$ cat config.mk
export PLATFORM = sky130hd
export DESIGN_NAME = dtmf_tone_chan
export DESIGN_NICKNAME = d
export VERILOG_FILES = /design/src/rtl/dtmf_pkg.sv /design/src/rtl/dtmf_prescale.sv /design/src/rtl/dtmf_step_timer.sv /design/src/rtl/dtmf_level_scale.sv /design/src/rtl/dtmf_tone_chan.sv
export SDC_FILE = /design/constraint.sdc
export NUM_CORES = 1
export LEC_CHECK = 0
export BUFFER_PORTS_ARGS = -buffer_cell sky130_fd_sc_hd__buf_2
export CAP_MARGIN = 20
export CORE_AREA = 2 2 159 161
export CTS_BUF_LIST = sky130_fd_sc_hd__clkbuf_4 sky130_fd_sc_hd__clkbuf_8
export DETAILED_ROUTE_END_ITERATION = 8
export DIE_AREA = 0 0 161 163
export GPL_ROUTABILITY_DRIVEN = 0
export GPL_TIMING_DRIVEN = 0
export SLEW_MARGIN = 20
export SYNTH_ARGS = -nofsm -noshare
export SYNTH_HDL_FRONTEND = slang
export SYNTH_SLANG_ARGS = --single-unit
$ cat constraint.sdc
create_clock -name clk -period 11.3 [get_ports clk]
set_input_delay 0.565 -clock clk [delete_from_list [all_inputs] [get_ports clk]]
set_output_delay 0.565 -clock clk [all_outputs]
set_load 0.005 [all_outputs]
$ cat src/rtl/dtmf_pkg.sv
package dtmf_pkg;
  localparam int IDX_W     = 4;   // 16 table steps per period
  localparam int SINE_W    = 12;
  localparam int GAIN_W    = 10;
  localparam int GAIN_FRAC = 8;
  localparam int CNT_W     = 10;
  localparam int PRE_W     = 3;

  // Step-rate period for each group / code
  function automatic logic [CNT_W-1:0] period_of(input logic hi, input logic [1:0] f);
    logic [CNT_W-1:0] p;
    case ({hi, f})
      3'b100:  p = CNT_W'(396);
      3'b101:  p = CNT_W'(360);
      3'b110:  p = CNT_W'(324);
      3'b111:  p = CNT_W'(294);
      3'b000:  p = CNT_W'(688);
      3'b001:  p = CNT_W'(624);
      3'b010:  p = CNT_W'(564);
      default: p = CNT_W'(512);
    endcase
    return p;
  endfunction

  // Sine value for step k, built from a quarter wave and mirrored
  function automatic logic signed [SINE_W-1:0] sine_at(input logic [IDX_W-1:0] k);
    logic [2:0] q;
    logic [SINE_W-1:0] mag;
    q = (k[2:0] <= 3'd4) ? k[2:0] : 3'(4'd8 - {1'b0, k[2:0]});
    case (q)
      3'd0:    mag = SINE_W'(0);
      3'd1:    mag = SINE_W'(392);
      3'd2:    mag = SINE_W'(724);
      3'd3:    mag = SINE_W'(946);
      default: mag = SINE_W'(1024);
    endcase
    return k[3] ? -$signed(mag) : $signed(mag);
  endfunction

  // Gain factor, 1/256 units, 1 dB apart, code 9 = 0 dB
  function automatic logic [GAIN_W-1:0] gain_of(input logic [3:0] c);
    logic [GAIN_W-1:0] g;
    case (c)
      4'd0:    g = GAIN_W'(169);
      4'd1:    g = GAIN_W'(189);
      4'd2:    g = GAIN_W'(213);
      4'd3:    g = GAIN_W'(239);
      4'd4:    g = GAIN_W'(268);
      4'd5:    g = GAIN_W'(300);
      4'd6:    g = GAIN_W'(337);
      4'd7:    g = GAIN_W'(378);
      4'd8:    g = GAIN_W'(424);
      4'd9:    g = GAIN_W'(476);
      4'd10:   g = GAIN_W'(534);
      4'd11:   g = GAIN_W'(599);
      4'd12:   g = GAIN_W'(672);
      4'd13:   g = GAIN_W'(754);
      4'd14:   g = GAIN_W'(846);
      default: g = GAIN_W'(950);
    endcase
    return g;
  endfunction
endpackage

$ cat src/rtl/dtmf_prescale.sv
module dtmf_prescale
  import dtmf_pkg::*;
(
  input  logic       clk,
  input  logic       rst,
  input  logic       en,
  input  logic [1:0] rate,
  output logic       tick,
  output logic       phase_zero
);
  logic [PRE_W-1:0] pre_q;
  logic [PRE_W-1:0] lim;

  always_comb begin
    case (rate)
      2'd0:    lim = PRE_W'(0);
      2'd1:    lim = PRE_W'(1);
      2'd2:    lim = PRE_W'(3);
      default: lim = PRE_W'(7);
    endcase
  end

  assign tick       = en && (pre_q >= lim);
  assign phase_zero = (pre_q == '0);

  always_ff @(posedge clk) begin
    if (rst || !en)  pre_q <= '0;
    else if (tick)   pre_q <= '0;
    else             pre_q <= pre_q + PRE_W'(1);
  end

  AST_PRE_RESTART: assert property (@(posedge clk) disable iff (rst)
    tick |=> phase_zero);
  AST_PRE_IDLE: assert property (@(posedge clk) disable iff (rst)
    !en |=> phase_zero);
endmodule

$ cat src/rtl/dtmf_step_timer.sv
module dtmf_step_timer
  import dtmf_pkg::*;
(
  input  logic             clk,
  input  logic             rst,
  input  logic             en,
  input  logic             tick,
  input  logic             phase_zero,
  input  logic             grp_hi,
  input  logic [1:0]       freq_code,
  output logic [IDX_W-1:0] idx,
  output logic             step_first
);
  localparam logic [IDX_W-1:0] LAST_IDX = '1;

  logic             hi_q;
  logic [1:0]       f_q;
  logic [CNT_W-1:0] stepc, per, base, len;
  logic [IDX_W-1:0] rem, acc;
  logic [IDX_W:0]   acc_sum;
  logic             last, wrap;

  assign per     = period_of(hi_q, f_q);
  assign base    = per >> IDX_W;
  assign rem     = per[IDX_W-1:0];
  assign acc_sum = {1'b0, acc} + {1'b0, rem};
  assign len     = base + CNT_W'(acc_sum[IDX_W]);
  assign last    = (stepc == len - CNT_W'(1));
  assign wrap    = tick && last && (idx == LAST_IDX);
  assign step_first = en && (stepc == '0) && phase_zero;

  always_ff @(posedge clk) begin
    if (rst) begin
      stepc <= '0; idx <= '0; acc <= '0;
      hi_q  <= 1'b1; f_q <= 2'd0;
    end else if (!en) begin
      stepc <= '0; idx <= '0; acc <= '0;
      hi_q  <= grp_hi; f_q <= freq_code;
    end else if (tick) begin
      if (last) begin
        stepc <= '0;
        idx   <= idx + IDX_W'(1);
        acc   <= wrap ? '0 : acc_sum[IDX_W-1:0];
        if (wrap) begin
          hi_q <= grp_hi;
          f_q  <= freq_code;
        end
      end else begin
        stepc <= stepc + CNT_W'(1);
      end
    end
  end

  AST_STEP_BOUND: assert property (@(posedge clk) disable iff (rst)
    en |-> (stepc < len));
  AST_WRAP_ZERO: assert property (@(posedge clk) disable iff (rst)
    (en && wrap) |=> (idx == '0));
  AST_SEL_HOLD: assert property (@(posedge clk) disable iff (rst)
    (en && !wrap) |=> $stable({hi_q, f_q}));
endmodule

$ cat src/rtl/dtmf_level_scale.sv
module dtmf_level_scale
  import dtmf_pkg::*;
#(
  parameter int OUT_W = 12
) (
  input  logic                    clk,
  input  logic                    rst,
  input  logic                    en,
  input  logic [IDX_W-1:0]        idx,
  input  logic [3:0]              level,
  input  logic                    step_first,
  output logic signed [OUT_W-1:0] sample_o,
  output logic                    sample_vld
);
  localparam int PROD_W = SINE_W + GAIN_W + 1;
  localparam int MAXV   = (1 << (OUT_W-1)) - 1;
  localparam logic signed [PROD_W-1:0] P_MAX = PROD_W'(MAXV);
  localparam logic signed [PROD_W-1:0] P_MIN = -P_MAX;

  logic signed [PROD_W-1:0] prod, shifted;
  logic signed [OUT_W-1:0]  sat;

  assign prod    = PROD_W'(sine_at(idx)) * $signed({1'b0, gain_of(level)});
  assign shifted = prod >>> GAIN_FRAC;

  always_comb begin
    if (shifted > P_MAX)      sat = OUT_W'(MAXV);
    else if (shifted < P_MIN) sat = -OUT_W'(MAXV);
    else                      sat = shifted[OUT_W-1:0];
  end

  always_ff @(posedge clk) begin
    if (rst || !en) begin
      sample_o   <= '0;
      sample_vld <= 1'b0;
    end else begin
      sample_o   <= sat;
      sample_vld <= step_first;
    end
  end

  AST_SYM_CLIP: assert property (@(posedge clk) disable iff (rst)
    sample_o != {1'b1, {(OUT_W-1){1'b0}}});
  AST_IDLE_ZERO: assert property (@(posedge clk) disable iff (rst)
    !en |=> (sample_o == '0) && !sample_vld);
endmodule

$ cat src/rtl/dtmf_tone_chan.sv
module dtmf_tone_chan
  import dtmf_pkg::*;
#(
  parameter int OUT_W = 12
) (
  input  logic                    clk,
  input  logic                    rst,
  input  logic                    tone_en,
  input  logic [1:0]              rate_code,
  input  logic                    grp_hi,
  input  logic [1:0]              freq_code,
  input  logic [3:0]              level_code,
  output logic signed [OUT_W-1:0] sample_o,
  output logic                    sample_vld
);
  logic             tick, phase_zero, step_first;
  logic [IDX_W-1:0] idx;

  dtmf_prescale u_pre (
    .clk(clk), .rst(rst), .en(tone_en), .rate(rate_code),
    .tick(tick), .phase_zero(phase_zero)
  );

  dtmf_step_timer u_step (
    .clk(clk), .rst(rst), .en(tone_en), .tick(tick), .phase_zero(phase_zero),
    .grp_hi(grp_hi), .freq_code(freq_code), .idx(idx), .step_first(step_first)
  );

  dtmf_level_scale #(.OUT_W(OUT_W)) u_scale (
    .clk(clk), .rst(rst), .en(tone_en), .idx(idx), .level(level_code),
    .step_first(step_first), .sample_o(sample_o), .sample_vld(sample_vld)
  );

  AST_VLD_NEEDS_EN: assert property (@(posedge clk) disable iff (rst)
    sample_vld |-> $past(tone_en));
endmodule

### Yosys cells after proc, flatten, opt, wreduce, memory -nomap -nowiden

Memory sizes are Yosys's and may differ from the RTL's.
Index checks and enable logic that the tools add are counted.

| word-level totals | value |
|---|---|
| register bits | 37 |
| memories | 1 |
| output and inout bits | 13 |
| input port bits | 12 |
| ROM bits | 160 |

Memory list:

| memory | words | bits a word | rd ports | clocked after Yosys merged registers in | wr ports | RTL line | text |
|---|---|---|---|---|---|---|---|
| (name not given) | 16 | 10 | 1 | 0 | 0 | dtmf_pkg.sv:43 | `case (c)` |

| operators by class | value |
|---|---|
| $add $sub $neg | 8 |
| equality and inequality tests | 16 |
| bitwise logic cells | 1 |
| reductions and logical operators | 17 |
| order comparisons | 4 |
| mux-type cells | 17 |
| multiply operators | 1 |

Operators by type and width:

| kind | number |
|---|---|
| 10-bit one-hot mux with 7 select lines | 1 |
| 11-bit one-hot mux with 4 select lines | 1 |
| 12-bit two-way mux | 2 |
| 12-bit by 11-bit multiplier with 23-bit output | 1 |
| 15-bit by 12-bit > comparator with 1-bit output (second input constant) | 1 |
| 15-bit by 12-bit less-than comparator with 1-bit output (second input constant) | 1 |
| 3-bit equality test (second input constant) | 4 |
| 11-bit negator with 12-bit output | 1 |
| 11-bit two-way mux | 1 |
| 10-bit by 1-bit adder with 10-bit output (second input constant) | 1 |
| 10-bit equality test | 1 |
| 10-bit zero test | 1 |
| 10-bit two-way mux | 1 |
| 10-bit by 1-bit subtractor with 10-bit output (second input constant) | 1 |
| 3-bit by 2-bit equality test with 1-bit output (second input constant) | 3 |
| 3-bit zero test | 3 |
| 3-bit one-hot mux with 3 select lines | 1 |
| 2-bit two-way mux | 4 |
| 6-bit by 1-bit adder with 7-bit output | 1 |
| 3-bit by 1-bit equality test with 1-bit output (second input constant) | 2 |
| 2-bit by 1-bit inequality test with 1-bit output (second input constant) | 3 |
| 2-bit OR reduction | 3 |
| 4-bit by 4-bit adder with 5-bit output | 1 |
| 1-bit logical AND | 5 |
| other kinds (17) | 20 |

### Longest topological paths before layout

| depth | value |
|---|---|
| word-level depth | 12 |
| depth in mapped cells | 33 |
| mapped depth without buffers | 30 |

### Hierarchy

From an unflattened synthesis, not the netlist that was laid out.

| unflattened totals | value |
|---|---|
| cell total of the unflattened synthesis | 926 |
| area, all modules | 7576.0 um^2 |

By module, submodules not included:

| module | times used | area each (um^2) | cells each | seq. area each (um^2) |
|---|---|---|---|---|
| dtmf_level_scale | 1 | 5957.0 | 732 | 260.2 |
| dtmf_step_timer | 1 | 1376.3 | 170 | 400.4 |
| dtmf_prescale | 1 | 242.7 | 24 | 60.1 |

### Worst setup path after synthesis

OpenSTA, ideal clock, no wires.

| path | value |
|---|---|
| path kind | reg-to-reg |
| from | register u_step.idx[0] |
| to | register u_scale.sample_o[0] |
| clock period less this slack | 8.031 ns |
| slack | 3.269 ns |
| cell stages (with the launch flop) | 31 |
| data required time | 11.178 ns |
| data arrival time | 7.910 ns |
| cell sequence | dfxtp_1 > inv_1 > ha_1 > and3b_1 > o21ai_0 > ha_1 > and4bb_1 > a21oi_1 > nand2b_1 > clkbuf_1 > xor2_1 > nand2_1 > fa_1 > fa_1 > inv_1 > fa_1 > fa_1 > inv_1 > fa_1 > inv_1 > ha_1 > clkbuf_1 > a21oi_1 > o21ai_1 > nand2_1 > or4b_1 > a21o_2 > and3_2 > nor4_4 > o21ai_2 > o311a_1 |

| between the ends | value |
|---|---|
| word-level cells in the longest chain between the ends | 10 |
| elaborated cells on any way between the ends | 15 |
| those cells by class | add/sub (2); mul (1); order compare (3); eq/ne (3); mux (5); reduce/logical (1) |

Ends and longest elaborated chain:

| what | RTL line | text |
|---|---|---|
| start, declared | dtmf_step_timer.sv:11 | `output logic [IDX_W-1:0] idx,` |
| start signal, assigned | dtmf_step_timer.sv:42 | `idx <= idx + IDX_W'(1);` |
| 1-bit by 3-bit subtractor with 3-bit output or 3-bit less-or-equal comparator (tied branches) | dtmf_pkg.sv:29 | `q = (k[2:0] <= 3'd4) ? k[2:0] : 3'(4'd8 - {1'b0, k[2:0]});` |
| 3-bit two-way mux * | dtmf_pkg.sv:29 |  |
| 3-bit by 2-bit equality test with 1-bit output, or another cell as far along | dtmf_pkg.sv:30 | `case (q)` |
| 11-bit one-hot mux with 4 select lines * | dtmf_pkg.sv:30 |  |
| 11-bit negator with 12-bit output | dtmf_pkg.sv:37 | `return k[3] ? -$signed(mag) : $signed(mag);` |
| 12-bit two-way mux * | dtmf_pkg.sv:37 |  |
| 12-bit by 11-bit multiplier with 23-bit output * | dtmf_level_scale.sv:23 | `assign prod = PROD_W'(sine_at(idx)) * $signed({1'b0, gain_of(level)});` |
| 15-bit by 12-bit less-than comparator with 1-bit output | dtmf_level_scale.sv:28 | `else if (shifted < P_MIN) sat = -OUT_W'(MAXV);` |
| 12-bit two-way mux | dtmf_level_scale.sv:28 |  |
| 11-bit two-way mux * | dtmf_level_scale.sv:27 | `if (shifted > P_MAX) sat = OUT_W'(MAXV);` |
| end signal, assigned | dtmf_level_scale.sv:37 | `sample_o <= sat;` |
| end, declared | dtmf_level_scale.sv:12 | `output logic signed [OUT_W-1:0] sample_o,` |

Every way passes the cells marked *; elsewhere a longest branch is shown, timed or not.
A chain may end at the register's enable or synchronous reset.

### Worst setup path after layout

Same ends and word-level chain as after synthesis.

==> results by group <==
Global route
  • GRT overflow: 0
  • All-Layer GR Usage: 12.84%
  • Initial antenna violation count: 0
  • Vias in the first global route: 5817
  • Pin count of the biggest net entering global routing: 12
  • First-pass GRT wire length: 27610 µm

Timing
  • Hold slack: 457.5 ps
  • Final Max Slew Viols: 0
  • Minimum clock period: 9257 ps
  • Final setup viols: 0
  • Slew HR: 33.32%
  • Fmax: 108.0 MHz
  • Total negative slack: 0 ps
  • Final-report hold violation count: 0
  • Unrepaired setup endpoints after global routing: no
  • Clk_skew: 12.84 ps
  • Worst slew pin tran: 1000 ps
  • Final Cycle Share: 81.92%

Clocking
  • H-tree Lvls: 2
  • Sink count of the clock tree: 36
  • CTS tree: yes
  • CTS Hold Buffers Added: 0
  • Clock Path Buffers: 2
  • Root Driver: clkbuf_8
  • Cts repair resizes: 0
  • Post-CTS Setup Bufs: 0
  • Clk_lat worst skew: 280 ps
  • CTS buffer count: 5
  • Clock transition at path regs: 80 ps

Yosys
  • FFs w/ async S/R, synth: 0%
  • Syn_nets: 1058
  • Yosys reg bits: 36
  • Cell accounting for the most synthesized area: fa_1
  • Seq/Total Area, Yosys: 9.950%
  • Prevailing post-synth register cell: dfxtp_1
  • Top-area cell type share of the netlist area: 27.92%
  • Cells after synthesis: 869
  • Yosys warns: 0
  • Number of enable flip-flop cells after synthesis: 0
  • Top cells by area, synth: fa_1, ha_1, inv_1
  • Distinct cell type count after synthesis: 71
  • Synth Cell Area: 7243 µm²
  • Mean Syn Cell Area: 8.335 µm²

Power and ir drop
  • Worst VDD drop: 0.00004852 V
  • Leak: 3.885 nW
  • Overall Power: 0.2792 mW
  • Pwr dens: 35.48 nW/µm²

Setup path
  • Worst reg2reg path depth: 30
  • Worst Path Required: 11460 ps
  • R2R Setup Slk: 2040 ps
  • Cell mode on critical path: fa_1
  • Crit-path max cell delay: 540 ps
  • CP startpoint kind: flip-flop
  • Worst-path maximum fanout: 10
  • Critical path class: reg2reg
  • Worst setup EP type: flip-flop
  • RR Endpoint: u_scale.sample_o[0]$_SDFF_PP0_
  • Critical Path Slowest Stage Cell: fa_1
  • Worst Path Arrival: 9410 ps
  • Worst r2r src: u_step.idx[0]$_SDFFE_PP0P_

Run status
  • Outcome: completed

Routing
  • Drt first pass iters: 4
  • Drt drc: 0
  • Via density: 4.624
  • Post-Route WL: 15790 µm
  • DR WL/cell: 12.84 µm
  • ANT nets after route: 0
  • Routed vias: 5688
  • Starting DRT DRC Count: 245

Floorplanning
  • Die area: 26240 µm²
  • Row count: 58
  • Die Y: 163 µm
  • # IOs: 25
  • Initial Util: 29.36%
  • Die Wd: 161 µm
  • Core area: 24670 µm²

Layout
  • N_diodes: 0
  • Synth-to-layout area growth: 8.637%
  • Fraction of layout cells with a size suffix above 1: 8.000%
  • Fill cell count: 2678
  • Final #Nets: 1088

Placed design
  • I/O Buffers: 23
  • HPWL after DPL: 13530 µm

Hold path
  • Min-delay worst type: reg2reg
  • Hold_sp: u_pre.pre_q[0]$_SDFF_PP0_
  • Hold EP: u_pre.pre_q[0]$_SDFF_PP0_
  • Hold path cells: 1

Flow run
  • Max Cap Viol: 0
-- metal layers --
| metal | routed length [µm] | track usage [%] |
|---|---|---|
| met1 | 7019 | 16.49 |
| met2 | 7748 | 23.10 |
| met3 | 710 | 1.477 |
| met4 | 310 | 3.003 |
| met5 | 0 | 0 |
-- logic make-up after synthesis --
kind of cell	after synthesis	share of synthesized area, %
mux	10	1.589
compound gates	117	11.45
buf+inv	223	11.95
xor+xnor	53	6.772
fa+ha+maj	177	41.04
flops	36	9.950
simple gates	253	17.24
-- placed cells by master (no fill, tap or decap), drive strengths merged, types with 7 or more instances in the layout --
master,synthesis,layout
inv,193,193
xor2,25,25
nor2,84,84
a21o,17,17
fa,101,101
mux2i,7,7
dfxtp,36,36
a221oi,7,7
ha,76,76
nand3,17,17
buf,11,34
a31oi,9,9
nand2b,16,16
o21ai,22,22
nand2,74,74
nand4,8,8
and3,7,7
a21oi,30,30
xnor2,28,28
o21a,11,11
clkbuf,19,26
nor4,7,7
-- layout make-up --
type,count,area [µm²],area share (%)
buffer,30,141.4,1.797
clock buffer,7,90.09,1.145
clock inverter,1,7.507,0.09540
inverter,193,724.4,9.207
multi-input combinational,610,5657,71.89
sequential,36,720.7,9.159
tap,330,412.9,5.247
timing repair buffer,23,115.1,1.463
-- through the flow --
step | instance area, µm² | util, % | instances | setup slack, ps
after floorplan | 7243 | - | 869 | 3269
after global routing | 7869 | 31.89 | 1230 | 1464
after CTS | 7869 | 31.89 | 1230 | 2033
after detailed placement | 7771 | 31.50 | 1222 | 2095
final | 7869 | 31.89 | 1230 | 2043
after global placement | 7771 | 31.50 | 1222 | 2101
-- worst max-delay path by stage --
stage	to	start	slack, ps
final	u_scale.sample_o[0]$_SDFF_PP0_	u_step.idx[0]$_SDFFE_PP0P_	2040
after floorplan	u_scale.sample_o[0]$_SDFF_PP0_	u_step.idx[0]$_SDFFE_PP0P_	3270
after global routing	u_scale.sample_o[0]$_SDFF_PP0_	u_step.idx[0]$_SDFFE_PP0P_	1460
after detailed placement	u_scale.sample_o[0]$_SDFF_PP0_	u_step.idx[0]$_SDFFE_PP0P_	2100
after CTS	u_scale.sample_o[0]$_SDFF_PP0_	u_step.idx[0]$_SDFFE_PP0P_	2030
after global placement	u_scale.sample_o[0]$_SDFF_PP0_	u_step.idx[0]$_SDFFE_PP0P_	2100
-- cell usage after synthesis (6+ instances only) --
cell type / count
ha_1: 76
a21oi_1: 30
nor2_1: 84
dfxtp_1: 36
xor2_1: 24
o21ai_0: 15
buf_2: 8
inv_1: 193
nand4_1: 8
nand2b_1: 15
mux2i_1: 7
a21o_1: 15
nand2_1: 74
xnor2_1: 27
fa_1: 101
clkbuf_1: 19
nor2b_1: 6
a31oi_1: 7
a221oi_1: 7
and3_1: 6
nand3_1: 16
o21a_1: 11
-- flip-flops by register name, summed over array words and instances (netlist names) --
signal and count:
u_pre.pre_q 3, u_step.acc 3, u_scale.sample_o 12, u_scale.sample_vld 1, u_step.f_q 2, u_step.hi_q 1
u_step.idx 4, u_step.stepc 10
-- report_power, final --
group / switching, mW / internal, mW
sequential: 0.000963 / 0.128
combinational: 0.0346 / 0.0188
clock: 0.0444 / 0.0519
-- worst max-delay path, delay by kind of cell (launching register included) --
kind	cells	cell delay, ps
adder cells (fa/ha/maj)	8	3610
AND/OR/NAND/NOR	8	1850
AO/OA/AOI/OAI	7	1790
buffers and inverters	6	960
flip-flops	1	490
XOR/XNOR	1	420
Power figures use the tool's default switching activity.
